--- config.mk ---
export PLATFORM = sky130hd
export DESIGN_NAME = dacbus_seq
export DESIGN_NICKNAME = d
export VERILOG_FILES = /design/src/rtl/dacbus_pkg.sv /design/src/rtl/dacbus_timer.sv /design/src/rtl/dacbus_stage.sv /design/src/rtl/dacbus_seq.sv
export SDC_FILE = /design/constraint.sdc
export NUM_CORES = 1
export LEC_CHECK = 0
export BUFFER_PORTS_ARGS = -buffer_cell sky130_fd_sc_hd__buf_4
export CAP_MARGIN = 10
export CORE_ASPECT_RATIO = 0.7
export CORE_MARGIN = 2
export CORE_UTILIZATION = 52
export DETAILED_ROUTE_END_ITERATION = 6
export PLACE_DENSITY = 0.81
export SLEW_MARGIN = 30
export SYNTH_ARGS = -nofsm -noshare
export SYNTH_HDL_FRONTEND = slang
export SYNTH_SLANG_ARGS = --single-unit
export TNS_END_PERCENT = 50
--- constraint.sdc ---
create_clock -name clk -period 3.4 [get_ports clk]
set_input_delay 0.68 -clock clk [delete_from_list [all_inputs] [get_ports clk]]
set_output_delay 0.68 -clock clk [all_outputs]
set_load 0.005 [all_outputs]
--- src/rtl/dacbus_pkg.sv ---
package dacbus_pkg;

    typedef enum logic [1:0] {
        OP_WRITE = 2'd0,
        OP_BATCH = 2'd1,
        OP_READ  = 2'd2,
        OP_RESET = 2'd3
    } op_e;

    typedef enum logic [2:0] {
        ST_IDLE,
        ST_WRITE,
        ST_LDHOLD,
        ST_GAP,
        ST_LOAD,
        ST_READ,
        ST_RESET
    } state_e;

    // Minimum time in ns -> clock cycles, rounded up
    function automatic int ns_to_cyc(input int t_ns, input int clk_ps);
        return (t_ns * 1000 + clk_ps - 1) / clk_ps;
    endfunction

    function automatic int max2(input int a, input int b);
        return (a > b) ? a : b;
    endfunction

endpackage

--- src/rtl/dacbus_timer.sv ---
module dacbus_timer #(
    parameter int CNT_W = 5
) (
    input  logic             clk,
    input  logic             rst_n,
    input  logic             load,
    input  logic [CNT_W-1:0] load_val,
    output logic             zero
);

    logic [CNT_W-1:0] count_q;

    always_ff @(posedge clk) begin
        if (!rst_n) begin
            count_q <= '0;
        end else if (load) begin
            count_q <= load_val;
        end else if (count_q != '0) begin
            count_q <= count_q - CNT_W'(1);
        end
    end

    assign zero = (count_q == '0);

endmodule

--- src/rtl/dacbus_stage.sv ---
module dacbus_stage #(
    parameter int DATA_W = 12,
    parameter int NCH    = 4,
    localparam int ADDR_W = $clog2(NCH)
) (
    input  logic                  clk,
    input  logic                  rst_n,
    input  logic                  cap_all,
    input  logic                  cap_one,
    input  logic [ADDR_W-1:0]     cap_sel,
    input  logic [DATA_W-1:0]     one_data,
    input  logic [NCH*DATA_W-1:0] all_data,
    input  logic [ADDR_W-1:0]     rd_sel,
    output logic [DATA_W-1:0]     rd_data
);

    logic [DATA_W-1:0] slot_q [NCH];

    for (genvar g = 0; g < NCH; g++) begin : g_slot
        localparam logic [ADDR_W-1:0] IDX = ADDR_W'(g);
        always_ff @(posedge clk) begin
            if (!rst_n) begin
                slot_q[g] <= '0;
            end else if (cap_all) begin
                slot_q[g] <= all_data[g*DATA_W +: DATA_W];
            end else if (cap_one && (cap_sel == IDX)) begin
                slot_q[g] <= one_data;
            end
        end
    end

    assign rd_data = slot_q[rd_sel];

endmodule

--- src/rtl/dacbus_seq.sv ---
module dacbus_seq
    import dacbus_pkg::*;
#(
    parameter int DATA_W      = 12,
    parameter int NCH         = 4,
    parameter int CLK_PS      = 8000,
    parameter int T_WR_CS_NS  = 80,
    parameter int T_LD_SU_NS  = 70,
    parameter int T_LD_HD_NS  = 30,
    parameter int T_LD_PW_NS  = 170,
    parameter int T_RST_NS    = 140,
    parameter int T_RD_CS_NS  = 130,
    parameter int T_RD_ACC_NS = 160,
    parameter int GAP_CYC     = 2,
    localparam int ADDR_W = $clog2(NCH)
) (
    input  logic                  clk,
    input  logic                  rst_n,
    input  logic                  dbl_buf,
    input  logic                  req_valid,
    input  logic [1:0]            req_op,
    input  logic [ADDR_W-1:0]     req_chan,
    input  logic [DATA_W-1:0]     req_data,
    input  logic [NCH*DATA_W-1:0] req_batch,
    output logic                  busy,
    output logic                  done,
    output logic [DATA_W-1:0]     rd_data,
    output logic                  dac_cs_n,
    output logic                  dac_rw,
    output logic [ADDR_W-1:0]     dac_addr,
    output logic [DATA_W-1:0]     dac_dout,
    output logic                  dac_doe,
    input  logic [DATA_W-1:0]     dac_din,
    output logic                  dac_ldac_n,
    output logic                  dac_reset_n
);

    // Phase lengths in cycles
    localparam int WR_LEN  = max2(max2(ns_to_cyc(T_WR_CS_NS, CLK_PS),
                                       ns_to_cyc(T_LD_SU_NS, CLK_PS)), 1);
    localparam int HD_LEN  = max2(ns_to_cyc(T_LD_HD_NS, CLK_PS), 1);
    localparam int LD_LEN  = max2(ns_to_cyc(T_LD_PW_NS, CLK_PS), 1);
    localparam int RST_LEN = max2(ns_to_cyc(T_RST_NS, CLK_PS), 1);
    localparam int RD_LEN  = max2(max2(ns_to_cyc(T_RD_CS_NS, CLK_PS),
                                       ns_to_cyc(T_RD_ACC_NS, CLK_PS)), 1);
    localparam int GP_LEN  = max2(GAP_CYC, 1);
    localparam int MAX_LEN = max2(max2(max2(WR_LEN, HD_LEN), max2(LD_LEN, RST_LEN)),
                                  max2(RD_LEN, GP_LEN));
    localparam int CNT_W   = $clog2(MAX_LEN + 1);

    localparam logic [CNT_W-1:0] WR_LD  = CNT_W'(WR_LEN - 1);
    localparam logic [CNT_W-1:0] HD_LD  = CNT_W'(HD_LEN - 1);
    localparam logic [CNT_W-1:0] LD_LD  = CNT_W'(LD_LEN - 1);
    localparam logic [CNT_W-1:0] RST_LD = CNT_W'(RST_LEN - 1);
    localparam logic [CNT_W-1:0] RD_LD  = CNT_W'(RD_LEN - 1);
    localparam logic [CNT_W-1:0] GP_LD  = CNT_W'(GP_LEN - 1);
    localparam logic [ADDR_W-1:0] LAST_CH = ADDR_W'(NCH - 1);

    state_e              state_q, state_d;
    op_e                 op_q;
    op_e                 req_kind;
    logic                dbl_q;
    logic [ADDR_W-1:0]   chan_q;
    logic                done_q;
    logic [DATA_W-1:0]   rd_q;

    logic                accept;
    logic                finish;
    logic                capture;
    logic                chan_inc;
    logic                more;
    logic                tmr_load;
    logic [CNT_W-1:0]    tmr_val;
    logic                tmr_zero;
    logic [DATA_W-1:0]   stage_word;

    assign req_kind = op_e'(req_op);
    assign more     = (op_q == OP_BATCH) && (chan_q != LAST_CH);

    dacbus_timer #(
        .CNT_W (CNT_W)
    ) u_timer (
        .clk      (clk),
        .rst_n    (rst_n),
        .load     (tmr_load),
        .load_val (tmr_val),
        .zero     (tmr_zero)
    );

    dacbus_stage #(
        .DATA_W (DATA_W),
        .NCH    (NCH)
    ) u_stage (
        .clk      (clk),
        .rst_n    (rst_n),
        .cap_all  (accept && (req_kind == OP_BATCH)),
        .cap_one  (accept && (req_kind == OP_WRITE)),
        .cap_sel  (req_chan),
        .one_data (req_data),
        .all_data (req_batch),
        .rd_sel   (chan_q),
        .rd_data  (stage_word)
    );

    // State register and request context
    always_ff @(posedge clk) begin
        if (!rst_n) begin
            state_q <= ST_IDLE;
            op_q    <= OP_WRITE;
            dbl_q   <= 1'b0;
            chan_q  <= '0;
            done_q  <= 1'b0;
            rd_q    <= '0;
        end else begin
            state_q <= state_d;
            done_q  <= finish;
            if (accept) begin
                op_q   <= req_kind;
                dbl_q  <= dbl_buf;
                chan_q <= (req_kind == OP_BATCH) ? '0 : req_chan;
            end else if (chan_inc) begin
                chan_q <= chan_q + ADDR_W'(1);
            end
            if (capture) begin
                rd_q <= dac_din;
            end
        end
    end

    // Next state, timer loads and sequencing events
    always_comb begin
        state_d  = state_q;
        accept   = 1'b0;
        finish   = 1'b0;
        capture  = 1'b0;
        chan_inc = 1'b0;
        tmr_load = 1'b0;
        tmr_val  = '0;
        unique case (state_q)
            ST_IDLE: begin
                if (req_valid) begin
                    accept   = 1'b1;
                    tmr_load = 1'b1;
                    unique case (req_kind)
                        OP_WRITE, OP_BATCH: begin
                            state_d = ST_WRITE;
                            tmr_val = WR_LD;
                        end
                        OP_READ: begin
                            state_d = ST_READ;
                            tmr_val = RD_LD;
                        end
                        OP_RESET: begin
                            state_d = ST_RESET;
                            tmr_val = RST_LD;
                        end
                        default: state_d = ST_IDLE;
                    endcase
                end
            end
            ST_WRITE: begin
                if (tmr_zero) begin
                    tmr_load = 1'b1;
                    if (!dbl_q) begin
                        state_d = ST_LDHOLD;
                        tmr_val = HD_LD;
                    end else if (op_q == OP_BATCH) begin
                        state_d = ST_GAP;
                        tmr_val = GP_LD;
                    end else begin
                        state_d = ST_IDLE;
                        finish  = 1'b1;
                    end
                end
            end
            ST_LDHOLD: begin
                if (tmr_zero) begin
                    if (more) begin
                        state_d  = ST_GAP;
                        tmr_load = 1'b1;
                        tmr_val  = GP_LD;
                    end else begin
                        state_d = ST_IDLE;
                        finish  = 1'b1;
                    end
                end
            end
            ST_GAP: begin
                if (tmr_zero) begin
                    tmr_load = 1'b1;
                    if (more) begin
                        state_d  = ST_WRITE;
                        tmr_val  = WR_LD;
                        chan_inc = 1'b1;
                    end else begin
                        state_d = ST_LOAD;
                        tmr_val = LD_LD;
                    end
                end
            end
            ST_LOAD: begin
                if (tmr_zero) begin
                    state_d = ST_IDLE;
                    finish  = 1'b1;
                end
            end
            ST_READ: begin
                if (tmr_zero) begin
                    state_d = ST_IDLE;
                    finish  = 1'b1;
                    capture = 1'b1;
                end
            end
            ST_RESET: begin
                if (tmr_zero) begin
                    state_d = ST_IDLE;
                    finish  = 1'b1;
                end
            end
            default: state_d = ST_IDLE;
        endcase
    end

    // Pin and status decode from the current state
    always_comb begin
        dac_cs_n    = 1'b1;
        dac_rw      = 1'b1;
        dac_doe     = 1'b0;
        dac_ldac_n  = 1'b1;
        dac_reset_n = 1'b1;
        unique case (state_q)
            ST_IDLE: begin
            end
            ST_WRITE: begin
                dac_cs_n   = 1'b0;
                dac_rw     = 1'b0;
                dac_doe    = 1'b1;
                dac_ldac_n = dbl_q;
            end
            ST_LDHOLD: begin
                dac_doe    = 1'b1;
                dac_ldac_n = 1'b0;
            end
            ST_GAP: begin
                dac_doe = 1'b1;
            end
            ST_LOAD: begin
                dac_ldac_n = 1'b0;
            end
            ST_READ: begin
                dac_cs_n = 1'b0;
            end
            ST_RESET: begin
                dac_reset_n = 1'b0;
            end
            default: begin
            end
        endcase
    end

    assign dac_addr = chan_q;
    assign dac_dout = stage_word;
    assign busy     = (state_q != ST_IDLE);
    assign done     = done_q;
    assign rd_data  = rd_q;

endmodule

[After elaboration in Yosys (flattened, before gate mapping)]
Memories as Yosys holds them, arrays and structs flattened. A register that Yosys moved wholly into a read port is not among the register bits.
Cells that the tools add are included.
Storage, ports and cells
  register bits after elaboration: 26
  memory bits (writable): 48
  input bits: 80
  output and inout bits: 33
  word-level logic and storage cells: 134
  memories kept: 1
Operators by class
  $add $sub $neg: 2
  equal/unequal tests: 19
  mux-type cells: 75
  bitwise logic cells: 8
  reduce and logical (&&, ||, !) cells: 22
Memory list
  u_stage.slot_q: words 4, bits a word 12, read ports 1, clocked after memory_dff 1, write ports 4, RTL line dacbus_stage.sv:17  | logic [DATA_W-1:0] slot_q [NCH];
Operator list (count)
  2-to-1 mux 12 bit: 8
  2-to-1 mux 1 bit: 39
  2-to-1 mux 5 bit: 5
  2-to-1 mux 2 bit: 10
  case mux 5 bit (4 select lines): 1
  2-to-1 mux 3 bit: 6
  case mux 3 bit (5 select lines): 1
  case mux 5 bit (3 select lines): 1
  != test 2 bit (second input constant): 5
  equality test 3 bit (second input constant): 3
  case mux 3 bit (3 select lines): 1
  equality test 2 bit (second input constant): 4
  bitwise OR 1 bit: 8
  OR reduction 2 bit: 4
  logical AND 1 bit: 7
  equality test 2 x 1 -> 1 bit (second input constant): 3
  equality test 3 x 2 -> 1 bit (second input constant): 2
  case mux 1 bit (3 select lines): 2
  OR reduction 3 bit: 2
  logical NOT 5 bit: 1
  AND reduction 5 bit: 1
  nonzero test 5 bit: 1
  subtractor 5 x 1 -> 5 bit (second input constant): 1
  logical NOT 2 bit: 2
  other kinds (7): 8

[Logic depth before layout (Yosys ltp)]
Gate-level depths: netlist of the first run.
  depth after elaboration: 9
  mapped depth: 7
  gate-level depth less buffers: 6

[Modules after synthesis]
A second synthesis of the first run with hierarchy kept.
Second synthesis, totals
  cell total of the unflattened synthesis: 323
  area, all modules: 3857.4 µm²
Modules (own cells, without submodules)
  dacbus_stage: times used 1, cells an instance 146, area an instance 2438.6 µm², seq. area each 1441.4 µm²
  dacbus_seq: times used 1, cells an instance 143, area an instance 1118.6 µm², seq. area each 420.4 µm²
  dacbus_timer: times used 1, cells an instance 34, area an instance 300.3 µm², seq. area each 100.1 µm²

[Least setup slack after synthesis of the first run]
No wires, ideal clock.
  kind: in2reg
  start: in req_valid
  end: mem u_stage.slot_q[3][0], enable pin
  library setup time: 400 ps
  data arrival time: 2507 ps
  required time: 3000 ps
  slack: 492 ps
  stages on the path: 3
  buffers on the path: 1
  cell sequence: or4b_2 -> buf_2 -> o31ai_1
RTL lines
  start, declared: RTL line dacbus_seq.sv:20  | input logic req_valid,
  end, declared: RTL line dacbus_stage.sv:17

==> run summary, run 1 <==
The global router's overall resource usage came out at 24.0%. The endpoint type of the worst setup path is a primary output. The type of the tightest min-delay check is flip-flop to flip-flop. The worst ir drop on vdd came out at 0.262 mV. The combinational share of power came out at 33.7%. The most frequently used flop master after synthesis is sky130_fd_sc_hd__edfxtp_1. After clock tree synthesis, the repair step resized 0 gates. The total power of the final layout is 3.00 mW. The number of nets at the end of the flow is 501.

For the pin with the worst max-slew slack, the measured transition is around 830 ps. The fraction of the mapped netlist area in compound gates came out at 21.1%. The critical path required time came out at between 2000 and 3000 ps. The kind of cell with the highest combined delay on the critical path is flip-flops. The synthesized design contains 76 register bits. The total buffers and inverters traversed by the critical path came out at 1.

The count of final max-slew check failures came to 0. The number of global-route vias before repair is 2816. For this run, the number of Yosys warnings is 0. The buffer count from post-CTS setup fixing came out at 0. The shortest period the worst path allows is 2650 ps. In this run the biggest area consumer among cell types represents between 30% and 40% of the synthesized area. The area growth from synthesis to layout is 29.4%. The cell area after technology mapping is 3730 um2.

The net switching power of the design came out at 0.996 mW. The area share of xor/xnor cells in the synthesized design came out at 0.704%. The maximum number of buffers from clock root to sink came out at 2.

The wire length of the first global-routing pass is around 14 mm. The largest area contributor in the netlist is sky130_fd_sc_hd__edfxtp_1. The main combinational cell family by area after synthesis is compound AO/OA/AOI/OAI gates. The flow ran to the end, and the final reports show no timing, DRC or antenna violations. The data arrival time of the worst path is 1970 ps. The count of non-filler cells in the finished layout is 518.

The placeable core area came out at between 6000 and 7000 um2. The final-layout setup total negative slack is 0 ps. The worst pin sits at a relative slew slack of 44.9%. The worst hold path was traced through 2 stages. The number of antenna violations at the first check in global routing is 0. The worst-path maximum fanout came out at 12.

For this design, the CTS-stage hold fixing added 0 buffers. The die covers roughly 8000 um2. The final clock period utilization by the worst path came out at 78.0%. The clock tree root buffer cell is sky130_fd_sc_hd__clkbuf_8.

The proportion of synthesized chip area in sequential cells is 53.6%. Counting cells, the worst reg-to-reg path comes to 4. By startpoint and endpoint, the worst setup path is classified as flip-flop to primary output. Of the total synthesized cell area, the portion taken by full adders, half adders and majority gates is 0.670%. The share of synthesized area spent on multiplexers came out at 7.51%.

After clock tree synthesis, the clock-pin slew on the worst setup and hold paths is 70 ps. The number of DRC violations after detailed routing came out at 0. Yosys attributes the largest share of cell area to sky130_fd_sc_hd__edfxtp_1 39%, sky130_fd_sc_hd__dfxtp_1 15%, sky130_fd_sc_hd__a22o_1 11%. The static leakage is 1.90 nW. The critical path crosses 2 cells after its start point.

The share of cells above drive strength 1 came out at 37.0%. The fraction of the core area covered by cells at the end of the flow came out at 70.5%. The average cell area after synthesis came out at 11.9 um2.

In this run the remaining antenna-violating nets after routing total 0. In this run, the clock network consumes about 22% of the power. The critical path's largest stage delay came out at between 800 and 900 ps.

The number of hold-slack violations in the final timing report came out at 0. The antenna cell count came out at 0. Entering global routing, the biggest net connects between 40 and 50 pins.

The total instance count after detailed placement came out at 502. Setup repair after global routing left no endpoint under its margin. STA classifies the critical path startpoint as a flip-flop.

The number of nets in the synthesized netlist came out at 396. The signal on the critical path passes through mux4_2 > buf_4. Synthesis instantiated 50 different standard cells from the library. The maximum clock skew at final layout came out at 7.43 ps.

The die height is between 70 and 80 um. The insertion delay of the later-clocked pin in the worst-skew pair came out at ~340 ps. The total clock sinks is between 70 and 80. Net switching is 33.2% of the power. For this design, the slowest cell found on the critical path is sky130_fd_sc_hd__dfxtp_1. Dividing the detail-routed wire length by the instance count gives 18.3 um.

In the synthesized netlist the async set-or-reset flop fraction comes to 0%. For this run, the detailed router's first-pass iteration total came to 4. The global placer's final weighted congestion is 0.902. The number of enable flip-flop cells after synthesis is 48.

In this run, the number of DRC markers left after iteration 0 of detailed routing was ~270. The count of maximum capacitance violations is 0. The power density over the cells is 621 nW/um2. The post-synthesis instance total is between 300 and 400. The width of the die came out at about 110 um. In this run the count of I/O pins placed on the die edge is 113. Setup violations remaining at the end of the flow were counted as 0. The number of fill cells is a little over 500. The fmax came out at 0.377 GHz. The aggregate routed wire length came out at between 9 and 10 mm. After global routing the overflow that remains totals 0. The number of levels the H-tree was split into came out at 3. Using the TritonRoute via totals, the vias-per-cell ratio works out to approximately 5.9. TritonCTS built the clock tree.

The count of port buffers added during placement came out at 112. The total clock buffers created by CTS came out at 9. The starting utilization of the core area came out at 54.5%. The vias after detailed routing came out at 3065. The fraction of the mapped netlist area in simple logic gates is 12.8%. The cell-internal power came out at 2.01 mW. The number of placement rows came out at 25. The sequential power share is about 44%. The half-perimeter wire length of the detailed placement result came out at 6.82 mm.
## cell usage after synthesis, drive strengths merged (3+ instances only)
cell / instances
o31ai: 3
xnor2: 3
nor2b: 6
nand2b: 5
nand2: 43
buf: 13
inv: 5
dfxtp: 28
nor3: 5
o21ai: 8
clkbuf: 11
mux4: 12
a21oi: 13
a21boi: 16
edfxtp: 48
nor2: 12
a22o: 48
nand3: 5
## logic make-up after synthesis
logic type      after synthesis
mux                          13
xor+xnor                      3
flops                        76
buf+inv                      30
simple gates                 89
compound gates              101
fa+ha+maj                     2
## per-stage QoR
stage	hold WS [ps]	cell area (um2)	setup WS, ps
global route	502	4830	619
global placement	451	4640	746
floorplan	460	3730	492
finish	465	4830	748
CTS	470	4830	695
detailed placement	459	4640	678
## final timing paths
path                                start                            endpoint  slack, ps
hold reg to reg   rd_data[4]$_SDFFE_PN0P_             rd_data[4]$_SDFFE_PN0P_        460
setup reg to reg  state_q[1]$_SDFFE_PN0P_  u_stage.slot_q[2][8]$_SDFFCE_PN0P_        850
hold / removal    rd_data[4]$_SDFFE_PN0P_             rd_data[4]$_SDFFE_PN0P_        460
setup / recovery                flip-flop                        dac_dout[11]        750
## state kept, by name, indices dropped and copies added (netlist names), named ones only
register / cells
op_q: 2
dac_addr: 2
u_stage.slot_q: 48
state_q: 3
dbl_q: 1
u_timer.count_q: 5
done: 1
rd_data: 12
## cells in the final DEF, fill, tap and decap left out, types with 2 or more instances in the layout
cell / Yosys / final
sky130_fd_sc_hd__clkbuf_1: 11 / 2
sky130_fd_sc_hd__nand3_1: 5 / 5
sky130_fd_sc_hd__a22o_1: 48 / 48
sky130_fd_sc_hd__o31a_1: 2 / 2
sky130_fd_sc_hd__nor3_1: 4 / 4
sky130_fd_sc_hd__a21boi_0: 16 / 16
sky130_fd_sc_hd__clkbuf_8: 0 / 9
sky130_fd_sc_hd__o31ai_2: 1 / 2
sky130_fd_sc_hd__edfxtp_1: 48 / 48
sky130_fd_sc_hd__clkinvlp_4: 0 / 3
sky130_fd_sc_hd__nor2_1: 11 / 10
sky130_fd_sc_hd__mux4_2: 12 / 12
sky130_fd_sc_hd__nor2b_1: 6 / 6
sky130_fd_sc_hd__o211ai_1: 2 / 2
sky130_fd_sc_hd__xnor2_1: 3 / 3
sky130_fd_sc_hd__nand3b_1: 2 / 2
sky130_fd_sc_hd__a21oi_1: 12 / 12
sky130_fd_sc_hd__o21ai_0: 7 / 7
sky130_fd_sc_hd__nand2b_1: 5 / 5
sky130_fd_sc_hd__dfxtp_1: 28 / 28
sky130_fd_sc_hd__nand2_1: 43 / 43
sky130_fd_sc_hd__ha_1: 2 / 2
sky130_fd_sc_hd__buf_4: 2 / 118
sky130_fd_sc_hd__inv_1: 5 / 5
## power by group through the flow
stage          Clock [mW]  Sequential [mW]  Combinational [mW]
6_report            0.667             1.32                1.01
3_5_place_dp            0             1.34                1.01
3_3_place_gp            0             1.33               0.989
4_1_cts             0.678             1.32                1.01
2_1_floorplan           0             1.23               0.703
5_1_grt             0.709             1.35                1.10
## cell type report
cell class | instances | area [um2] | area share, %
Clock inverter | 5 | 61.3 | 1.27
Timing Repair Buffer | 118 | 886 | 18.3
Multi-Input combinational cell | 208 | 1610 | 33.3
Inverter | 6 | 22.5 | 0.466
Sequential cell | 76 | 2000 | 41.4
Tap cell | 94 | 118 | 2.43
Clock buffer | 11 | 131 | 2.72
## worst register-to-register path, delay by kind of cell, from the launching register on
| family | cells | cell delay, ps |
|---|---|---|
| simple gates | 3 | 1600 |
| flops | 1 | 480 |
| compound gates | 1 | 100 |
## layer usage
layer	vias to the layer above	part of all wire, %	track usage, %
li1	1425	-	-
met1	1465	43	34.4
met2	170	46	37.1
met3	5	10	6.15
met4	0	0.62	6.22
met5	-	0	0
Note: power is estimated with default switching activity, not from simulation.
==> run 2: changes to the inputs <==
ABC_AREA = 1   (was unset)
PLACE_DENSITY = 0.8   (was 0.81)
clock period = 2.6 ns   (was 3.4 ns; I/O delays follow)
==> run summary, run 2 <==
The maximum number of buffers from clock root to sink came out at 2 (unchanged). The width of the die is 107 um (+1.5%). Traced cell by cell, the critical path runs through inv_1 > o21ai_0 > o22ai_1 > buf_4.

The average cell area after synthesis was 8.29 um2 (-30%). The number of resized instances in the post-cts repair step came out at 0 (unchanged). The number of synthesized register bits was 76 (unchanged).

The static leakage came out at 2.25 nW (+18%). Derived from the worst setup path, the maximum achievable clock frequency is 0.447 GHz. The global router's overall resource usage came out at 26.8% (+2.7 points). The worst-path maximum fanout is 24 (+12). The count of port buffers added during placement is 112 (unchanged). The count of final max-slew check failures came out at 0 (unchanged). The post-synthesis instance total is 464 (+48%). The largest area contributor in the netlist is sky130_fd_sc_hd__edfxtp_1. The total buffers and inverters traversed by the critical path came out at 2 (+1). The placeable core area came out at 7220 um2 (+5.4%). The cell area after technology mapping is 3850 um2 (+3.0%). The number of placement rows came out at 26 (+4.0%). The die outline area is 8110 um2 (+2.9%). The clock tree root buffer cell is sky130_fd_sc_hd__clkbuf_8. The average wire per standard cell came out at 15.9 um (-13%).

The proportion of synthesized chip area in sequential cells came out at 52.0% (-1.6 points). The number of levels the H-tree was split into came out at 3 (unchanged). The clock slew seen by the registers of the worst setup and hold paths is 80 ps (about the same). The met3 layer wire length in the routed design came to 1.10 mm (+11%). The buffer count from post-CTS setup fixing is 0 (unchanged). The actual slew at the worst max-slew pin came out at 704 ps (-121 ps). The number of distinct standard cells referenced by the synthesized netlist came to 33 (-34%). The shortest period the worst path allows came out at 2240 ps.

The cell-internal power is 2.56 mW (+28%). The aggregate routed wire length came to 10.8 mm (+14%). The length of routed met2 wiring came out at 4.74 mm (+7.9%). The combinational share of power was 38.8% (+5.1 points).

The share of cells above drive strength 1 came out at 25.3% (-12 points). The total clock buffers created by CTS is 9 (unchanged). The register with the most flip-flops in the final layout is u_stage.slot_q. The number of antenna violations at the first check in global routing came out at 0 (unchanged). The number of flip-flops under the largest register name came to 48 (unchanged). The flow ran to the end, and the final reports show no timing, DRC or antenna violations. The number of nets in the synthesized netlist is 546 (+38%). The total number of yosys warnings is 0 (unchanged). The total clock sinks is 76 (unchanged). The min-delay analysis places its worst path in the category primary input to flip-flop. The smallest setup slack after layout was 363 ps (-384 ps). The power density over the cells came out at 818 nW/um2 (+32%).

The data arrival time of the worst path was 1720 ps (-250 ps). The global placer's final weighted congestion is 0.994 (+10%). The final clock period utilization by the worst path came out at 86.0%. The proportion of register bits with asynchronous set or reset after synthesis is 0% (unchanged). The number of nets at the end of the flow came out at 657 (+31%).

The post-route antenna net violation count was 0 (unchanged). The remaining global-route overflow came to 0 (unchanged). The fraction of power consumed by the clock network came out at 22.2% (about the same). The die height is 76.0 um (+1.4%). In the post-synthesis netlist, the cell with the most instances is sky130_fd_sc_hd__nand2_1. The count of boundary I/O pins is 113 (unchanged). The wire length of the first global-routing pass came to 16.9 mm (+17%).

The headroom to the max-slew limit is 53.0% (+8.1 points). The uppermost signal routing layer after detailed routing is met4. The most frequently used flop master after synthesis is sky130_fd_sc_hd__edfxtp_1. The hold buffer count at cts came out at 0 (unchanged). The count of maximum capacitance violations was 0 (unchanged). The total iterations of the first detailed-routing run came out at 6 (+2). The number of enable flip-flop cells after synthesis came out at 48 (unchanged). The net switching fraction of the power came out at 36.8% (+3.6 points). The final-layout setup total negative slack came out at 0 ps (unchanged). The critical path in this run is classified as flip-flop to primary output.

The sequential power share is 39.0% (-5.1 points). The kind of cell with the highest combined delay on the critical path is buffers and inverters. Leaving out fill and tap cells, the most frequent cells in the layout are 117 x sky130_fd_sc_hd__buf_4, 101 x sky130_fd_sc_hd__nand2_1, 71 x sky130_fd_sc_hd__o21ai_0, 69 x sky130_fd_sc_hd__nor2_1, 48 x sky130_fd_sc_hd__edfxtp_1.

The sum of routed wire segments on met1 came out at 4.75 mm (+17%). The number of hold-slack violations in the final timing report is 0 (unchanged). The initial DRC count came to 340 (+25%). The number of global-route vias before repair was 3459 (+23%). The critical path required time came to 2080 ps (-640 ps).

TritonCTS built the clock tree. The vias after detailed routing is 3731 (+22%). The starting utilization of the core area was 53.3% (-1.2 points). The antenna cell count is 0 (unchanged). The number of DRC violations after detailed routing was 0 (unchanged). The critical path's largest stage delay is 520 ps (-340 ps). The number of vias per cell after detailed routing is 5.50 (-7.0%). The worst setup path is captured at a primary output. The number of endpoints failing setup at the final stage is 0 (unchanged). In the post-synthesis netlist, the biggest area contributors are sky130_fd_sc_hd__edfxtp_1 37%, sky130_fd_sc_hd__dfxtp_1 15%, sky130_fd_sc_hd__nand2_1 9.9%. The synthesis-to-layout area growth is 28.8%. Among all stages on the critical path, the largest delay is contributed by sky130_fd_sc_hd__inv_1. The net switching power of the design is 1.49 mW (+50%). The leading cell type in the layout, fill and taps excluded is sky130_fd_sc_hd__buf_4.

The share of Yosys cell area claimed by the top area cell type was 37.5% (-1.1 points). The half-perimeter wire length of the detailed placement result is 7.73 mm (+13%). Setup repair after global routing left no endpoint under its margin. Sorting the synthesized cells by how often they occur yields 101 x sky130_fd_sc_hd__nand2_1, 71 x sky130_fd_sc_hd__o21ai_0, 69 x sky130_fd_sc_hd__nor2_1, 48 x sky130_fd_sc_hd__edfxtp_1, 37 x sky130_fd_sc_hd__inv_1. The maximum clock skew at final layout came out at 11.2 ps (+3.75 ps). The worst setup path is launched from a flip-flop. The insertion delay of the later-clocked pin in the worst-skew pair came out at 350 ps (about the same). The worst ir drop on vdd is 0.389 mV (+49%). The maximum number of pins on one net before global-route repair came out at 39 (-20%). The worst-case setup slack after placement came to 401 ps (-278 ps).
## run 2: cell types whose count changed after synthesis, sizes merged, moves of 12 or more
cell    previous run  this run
mux4              12         0
a22o              48         0
o22ai              0        12
inv                5        41
o21ai              8        87
nand2             43       104
nor2              12        76
a21boi            16         0
nand3              5        19
## run 2: tightest hold or removal path: cells and delay by family
kind,cells,cell delay [ps]
buffers and inverters,1,70
AND/OR/NAND/NOR,2,110
## run 2: cell families after synthesis
family	after synthesis	synth area share, %
buffers and inverters	59	6.80
AOI/OAI and AO/OA	112	15.1
DFF	76	52.0
adders and majority gates	2	0.650
and+or+nand+nor	212	24.8
xor gates and xnor gates	3	0.683
## run 2: per-layer routing
metal / up-vias / track usage [%]
met4: 0 / 7.53
li1: 1783 / -
met3: 27 / 7.83
met1: 1716 / 38.6
met5: - / 0
met2: 205 / 39.3
## run 2: area by class of cell
class                   count  area (um2)
multi-input cells         329        1580
repair buffers            118         898
fillers                   606        2270
clock inverters             5        50.0
clock buffers              11         141
inverters                  41         156
well taps                  98         123
flip-flops and latches     76        2000
## run 2: path summary, 6_finish.rpt
check / startpoint / endpoint / slack [ps] / cells after the start
hold reg to reg: rd_data[2]$_SDFFE_PN0P_ / rd_data[2]$_SDFFE_PN0P_ / 520 / 2
hold / removal: dac_din[1] / rd_data[1]$_SDFFE_PN0P_ / 390 / 3
setup reg to reg: state_q[1]$_SDFFE_PN0P_ / u_stage.slot_q[2][8]$_SDFFCE_PN0P_ / 490 / 7
setup / recovery: flip-flop / dac_dout[1] / 360 / 4
## run 2: per-stage QoR
step | utilization [%] | hold slack (ps) | instance area [um2] | power [mW] | cells
3_3_place_gp | 66.0 | 485 | 4760 | 3.10 | 662
6_report | 68.6 | 393 | 4950 | 4.05 | 678
5_1_grt | 68.6 | 385 | 4950 | 4.27 | 678
3_5_place_dp | 66.0 | 499 | 4760 | 3.14 | 662
4_1_cts | 68.6 | 383 | 4950 | 4.03 | 678
2_1_floorplan | - | 466 | 3850 | 2.53 | 464
## run 2: power by group through the flow
| stage | registers [mW] | clock network (mW) | logic, mW |
|---|---|---|---|
| 6_report | 1.58 | 0.900 | 1.57 |
| 5_1_grt | 1.60 | 0.949 | 1.73 |
| 4_1_cts | 1.58 | 0.905 | 1.55 |
| 3_5_place_dp | 1.60 | 0 | 1.54 |
| 3_3_place_gp | 1.60 | 0 | 1.50 |
| 2_1_floorplan | 1.57 | 0 | 0.957 |
